**config.mk**
```make
export PLATFORM = sky130hd
export DESIGN_NAME = pd_retention_ctrl
export DESIGN_NICKNAME = d
export VERILOG_FILES = /design/src/rtl/pdret_pkg.sv /design/src/rtl/pdret_ctrl.sv /design/src/rtl/pdret_bank.sv /design/src/rtl/pd_retention_ctrl.sv
export SDC_FILE = /design/constraint.sdc
export NUM_CORES = 1
export LEC_CHECK = 0
export BUFFER_PORTS_ARGS = -buffer_cell sky130_fd_sc_hd__buf_2
export CAP_MARGIN = 15
export CORE_MARGIN = 2
export CORE_UTILIZATION = 36
export CTS_BUF_LIST = sky130_fd_sc_hd__clkbuf_4 sky130_fd_sc_hd__clkbuf_8
export DETAILED_ROUTE_END_ITERATION = 12
export HOLD_SLACK_MARGIN = 0.03
export SYNTH_ARGS = -nofsm -noshare
export SYNTH_HDL_FRONTEND = slang
export SYNTH_HIERARCHICAL = 1
export SYNTH_SLANG_ARGS = --single-unit
```
**constraint.sdc**
```tcl
create_clock -name clk -period 4.55 [get_ports clk]
set_clock_uncertainty 0.05 [all_clocks]
set_input_delay 0.455 -clock clk [delete_from_list [all_inputs] [get_ports clk]]
set_output_delay 0.455 -clock clk [all_outputs]
set_load 0.1 [all_outputs]
```
**src/rtl/pdret_pkg.sv**
```systemverilog
package pdret_pkg;
  typedef enum logic [1:0] {
    ST_RUN      = 2'd0,
    ST_HOLD     = 2'd1,
    ST_LATCH    = 2'd2,
    ST_RSTPULSE = 2'd3
  } pdState_e;

  typedef struct packed {
    logic clearBank;
    logic writeOk;
  } ctlStrobe_t;
endpackage

```
**src/rtl/pdret_ctrl.sv**
```systemverilog
module pdret_ctrl
  import pdret_pkg::*;
#(
  parameter int SYNC_STAGES = 2
) (
  input  logic       clk,
  input  logic       rstN,
  input  logic       pdN,
  input  logic       restoreSel,
  input  logic       mgmtMode,
  output ctlStrobe_t strobe,
  output pdState_e   state
);
  logic [SYNC_STAGES-1:0] syncQ;
  logic pdSync, pdPrev, pdFall;
  pdState_e stateNext;

  assign pdSync = syncQ[SYNC_STAGES-1];
  assign pdFall = pdPrev & ~pdSync;

  always_ff @(posedge clk or negedge rstN) begin
    if (!rstN) begin
      syncQ  <= '0;
      pdPrev <= 1'b0;
      state  <= ST_LATCH;
    end else begin
      syncQ  <= {syncQ[SYNC_STAGES-2:0], pdN};
      pdPrev <= pdSync;
      state  <= stateNext;
    end
  end

  always_comb begin
    stateNext = state;
    case (state)
      ST_RUN: begin
        if (pdFall) begin
          if (mgmtMode || restoreSel) stateNext = ST_HOLD;
          else                        stateNext = ST_RSTPULSE;
        end
      end
      ST_HOLD:     if (pdSync) stateNext = ST_RUN;
      ST_RSTPULSE: stateNext = ST_LATCH;
      ST_LATCH:    if (pdSync) stateNext = ST_RUN;
      default:     stateNext = ST_LATCH;
    endcase
  end

  assign strobe.clearBank = (state == ST_RSTPULSE);
  assign strobe.writeOk   = (state == ST_RUN);

  assert_pulse_single_R4: assert property (@(posedge clk) disable iff (!rstN)
    state == ST_RSTPULSE |=> state == ST_LATCH);
  assert_mgmt_no_reset_R6: assert property (@(posedge clk) disable iff (!rstN)
    (state == ST_RUN && mgmtMode) |=> state != ST_RSTPULSE);
  assert_hold_exit_R7: assert property (@(posedge clk) disable iff (!rstN)
    state == ST_HOLD |=> (state == ST_HOLD || state == ST_RUN));
  assert_latch_held_R8: assert property (@(posedge clk) disable iff (!rstN)
    (state == ST_LATCH && !pdSync) |=> state == ST_LATCH);
endmodule

```
**src/rtl/pdret_bank.sv**
```systemverilog
module pdret_bank
  import pdret_pkg::*;
#(
  parameter int NUM_BYTES   = 4,
  parameter logic [NUM_BYTES*8-1:0] CFG_DEFAULT = 32'h5A3C_1E00,
  parameter int RESTORE_BIT = 0,
  parameter int MGMT_BIT    = 3,
  localparam int ADDR_W     = (NUM_BYTES > 1) ? $clog2(NUM_BYTES) : 1
) (
  input  logic              clk,
  input  logic              rstN,
  input  ctlStrobe_t        strobe,
  input  logic              wrEn,
  input  logic [ADDR_W-1:0] wrAddr,
  input  logic [7:0]        wrData,
  input  logic [ADDR_W-1:0] rdAddr,
  output logic [7:0]        rdData,
  output logic              restoreSel,
  output logic              mgmtMode
);
  logic [NUM_BYTES*8-1:0] bankFlat;

  for (genvar b = 0; b < NUM_BYTES; b++) begin : gByte
    always_ff @(posedge clk or negedge rstN) begin
      if (!rstN)
        bankFlat[b*8 +: 8] <= CFG_DEFAULT[b*8 +: 8];
      else if (strobe.clearBank)
        bankFlat[b*8 +: 8] <= CFG_DEFAULT[b*8 +: 8];
      else if (strobe.writeOk && wrEn && wrAddr == ADDR_W'(b))
        bankFlat[b*8 +: 8] <= wrData;
    end
  end

  always_comb begin
    rdData = 8'h00;
    for (int i = 0; i < NUM_BYTES; i++)
      if (rdAddr == ADDR_W'(i)) rdData = bankFlat[i*8 +: 8];
  end

  assign restoreSel = bankFlat[RESTORE_BIT];
  assign mgmtMode   = bankFlat[MGMT_BIT];

  assert_clear_defaults_R4: assert property (@(posedge clk) disable iff (!rstN)
    strobe.clearBank |=> bankFlat == CFG_DEFAULT);
  assert_locked_bank_R3: assert property (@(posedge clk) disable iff (!rstN)
    (!strobe.writeOk && !strobe.clearBank) |=> $stable(bankFlat));
endmodule

```
**src/rtl/pd_retention_ctrl.sv**
```systemverilog
module pd_retention_ctrl
  import pdret_pkg::*;
#(
  parameter int NUM_BYTES   = 4,
  parameter logic [NUM_BYTES*8-1:0] CFG_DEFAULT = 32'h5A3C_1E00,
  parameter int SYNC_STAGES = 2,
  localparam int ADDR_W     = (NUM_BYTES > 1) ? $clog2(NUM_BYTES) : 1
) (
  input  logic              clk,
  input  logic              rstN,
  input  logic              pdN,
  input  logic              wrEn,
  input  logic [ADDR_W-1:0] wrAddr,
  input  logic [7:0]        wrData,
  input  logic [ADDR_W-1:0] rdAddr,
  output logic [7:0]        rdData,
  output logic              regResetReq,
  output logic [1:0]        pdState
);
  ctlStrobe_t strobe;
  pdState_e   state;
  logic       restoreSel, mgmtMode;

  pdret_ctrl #(.SYNC_STAGES(SYNC_STAGES)) uCtrl (
    .clk(clk), .rstN(rstN), .pdN(pdN), .restoreSel(restoreSel),
    .mgmtMode(mgmtMode), .strobe(strobe), .state(state)
  );

  pdret_bank #(.NUM_BYTES(NUM_BYTES), .CFG_DEFAULT(CFG_DEFAULT)) uBank (
    .clk(clk), .rstN(rstN), .strobe(strobe), .wrEn(wrEn), .wrAddr(wrAddr),
    .wrData(wrData), .rdAddr(rdAddr), .rdData(rdData),
    .restoreSel(restoreSel), .mgmtMode(mgmtMode)
  );

  assign regResetReq = strobe.clearBank;
  assign pdState     = state;
endmodule

```
==> impl_metrics.env <==
export IMPL_syn_area_um2=1920
export IMPL_num_vias=1223
export IMPL_arrival_ns=1.80
export IMPL_placed_area_um2=2060
export IMPL_powerDensity_nw_per_um2=732
export IMPL_timing_final_ws_setup_ns=2.25
export IMPL_async_flop_share_pct=100
export IMPL_crit_path_end_kind="output port"
export IMPL_io_pins=27
export IMPL_grt_max_degree=49
export IMPL_worstSetupStartpointType="register"
export IMPL_cts_buffers=5
export IMPL_cts_tree="yes"
export IMPL_clk_path_buf_depth=2
export IMPL_grt_overflow_total=0
export IMPL_synth_cell_types=23
export IMPL_synth_main_ff_cell="dfrtp_1"
export IMPL_synth_cells=154
export IMPL_ant_nets=0
export IMPL_instances_no_fill=247
export IMPL_final_cell_mix="mux2i_1, nand2b_1, buf_2, dfrtp_1, nor2_1"
export IMPL_syn_num_nets=172
export IMPL_wl_mm=3.90
export IMPL_ir_worst_vdd_mv=0.313
export IMPL_fin_area_um2=2150
export IMPL_hold_buffers=0
export IMPL_max_slew_margin_rel_pct=45.3
export IMPL_fin_nets=194
export IMPL_post_drt_wl_per_cell_um=15.8
export IMPL_tns_ns=0
export IMPL_tightest_slew_ns=0.820
export IMPL_fmax_ghz=0.435
export IMPL_rr_worst_depth=4
export IMPL_ys_seq_area_share_pct=49.2
export IMPL_start_util_pct=37.5
export IMPL_fillers=485
export IMPL_die_h_um=76.9
export IMPL_n_antenna_cell=0
export IMPL_period_needed_ns=2.30
export IMPL_cts_root_buf="clkbuf_8"
export IMPL_post_route_period_util_pct=50.6
export IMPL_maxCapViolCount=0
export IMPL_drc_errors=0
export IMPL_clk_pin_slew_ns=0.07
export IMPL_worstSetupStartpoint="uCtrl/state[1]"
export IMPL_antenna_found_initial=0
export IMPL_die_w_um=76.9
export IMPL_vias_per_cell=4.95
export IMPL_drt_iter0_drc=81
export IMPL_crit_end="regResetReq"
export IMPL_regToRegSetupSlack_ns=2.53
export IMPL_core_um2=5110
export IMPL_drtPass1Iterations=5
export IMPL_timing_rr_start="uCtrl/state[0]"
export IMPL_hold_class="in2async"
export IMPL_fp_row_count=26
export IMPL_grt_pass1_wl_mm=6.51
export IMPL_place_congestion=0.752
export IMPL_dp_worst_setup_slack_ns=2.44
export IMPL_hold_viol=0
export IMPL_maxSlewViolCount=0
export IMPL_final_common_cell="mux2i_1"
export IMPL_insertion_delay_ns=0.28
export IMPL_dp_hpwl_mm=2.75
export IMPL_grt_pass1_vias=1304
export IMPL_rsz0062_at_grt="no"
export IMPL_cts_setup_buffers=0
export IMPL_worstPathMaxFanout=48
export IMPL_setup_viol=0
export IMPL_synth_seq_cells=37
export IMPL_synth_edf_count=0
export IMPL_crit_type="reg2out"
export IMPL_grt_util_all_layers_pct=14.5
export IMPL_syn2layout_area_growth_pct=12.2
export IMPL_leakage_uw=0.00107
export IMPL_io_buffers=26
export IMPL_place_inst=239
export IMPL_status="completed"
export IMPL_yosys_warnings=6
export IMPL_r2r_end="uBank/bankFlat[17]"
export IMPL_post_cts_resized=0
export IMPL_drive_gt1_share_pct=32.8
export IMPL_dieArea_um2=5920
export IMPL_syn_area_per_cell_um2=12.4
export IMPL_clock_sinks=37
export IMPL_htreeDepth=2
export IMPL_report_power_total_uw=1570
export IMPL_required_ns=4.05
-- metrics by stage --
step | hold slack (ns) | util, %
4_1_cts | 0.215 | 42.1
3_5_place_dp | 0.287 | 40.4
6_report | 0.214 | 42.1
5_1_grt | 0.203 | 42.1
2_1_floorplan | 0.109 | -
3_3_place_gp | 0.284 | 40.4
-- worst min-delay path by stage --
stage               slack, ns            endpoint            from
floorplan                0.11  uBank/bankFlat[13]            rstN
global placement         0.28      uCtrl/syncQ[1]  uCtrl/syncQ[0]
detailed placement       0.29      uCtrl/syncQ[1]  uCtrl/syncQ[0]
CTS                      0.22      uCtrl/syncQ[0]             pdN
global route             0.20      uCtrl/syncQ[0]             pdN
finish                   0.21        uCtrl/pdPrev            rstN
-- cells in the mapped netlist (all sizes together), types with 2 or more instances --
cell	instances	share of area (%)
mux2i	34	18
nand2b	28	9.1
dfrtp	24	31
nor2	19	3.7
dfstp	13	18
buf	8	3.1
mux4	8	9.4
clkbuf	4	0.91
ha	2	1.3
inv	2	0.39
nand2	2	0.39
nand4b	2	0.91
-- layer usage --
layer	global-route usage, %	share of wire (%)
met5	0	0
met4	5.45	1.4
met3	4.12	3.8
met2	23.9	50
met1	17.9	45
-- registers in the layout, indices dropped and copies added (netlist names) --
name / flops
uBank/bankFlat: 30
uCtrl/pdPrev: 1
uBank/restoreSel: 1
uBank/mgmtMode: 1
uCtrl/syncQ: 2
uCtrl/state: 2
-- logic make-up (layout without fill, tap and decap cells) --
family / after synthesis / in the layout / synth area share [%]
flip-flops: 37 / 37 / 49.2
buffers and inverters: 14 / 37 / 4.44
AND/OR/NAND/NOR: 57 / 57 / 17.0
adder cells (fa/ha/maj): 2 / 2 / 1.31
AO/OA/AOI/OAI: 2 / 2 / 0.849
multiplexers: 42 / 42 / 27.2
-- worst max-delay path: stages, from the launching register on --
cell,delay [ns]
dfstp_2,0.54
ha_1,0.14
buf_4,0.33
buf_2,0.50
-- power breakdown --
part / internal (µW) / switching, µW
combinational: 228 / 537
sequential: 503 / 81.9
clock: 112 / 111
-- area by class of cell --
cell class | count | area [µm²] | area share (%)
Clock inverter | 2 | 10.0 | 0.466
Sequential cell | 37 | 942 | 43.8
Multi-Input combinational cell | 103 | 888 | 41.3
Timing Repair Buffer | 27 | 138 | 6.40
Tap cell | 70 | 87.6 | 4.07
Inverter | 2 | 7.51 | 0.349
Clock buffer | 6 | 76.3 | 3.55
(Power assumes the default switching activity.)
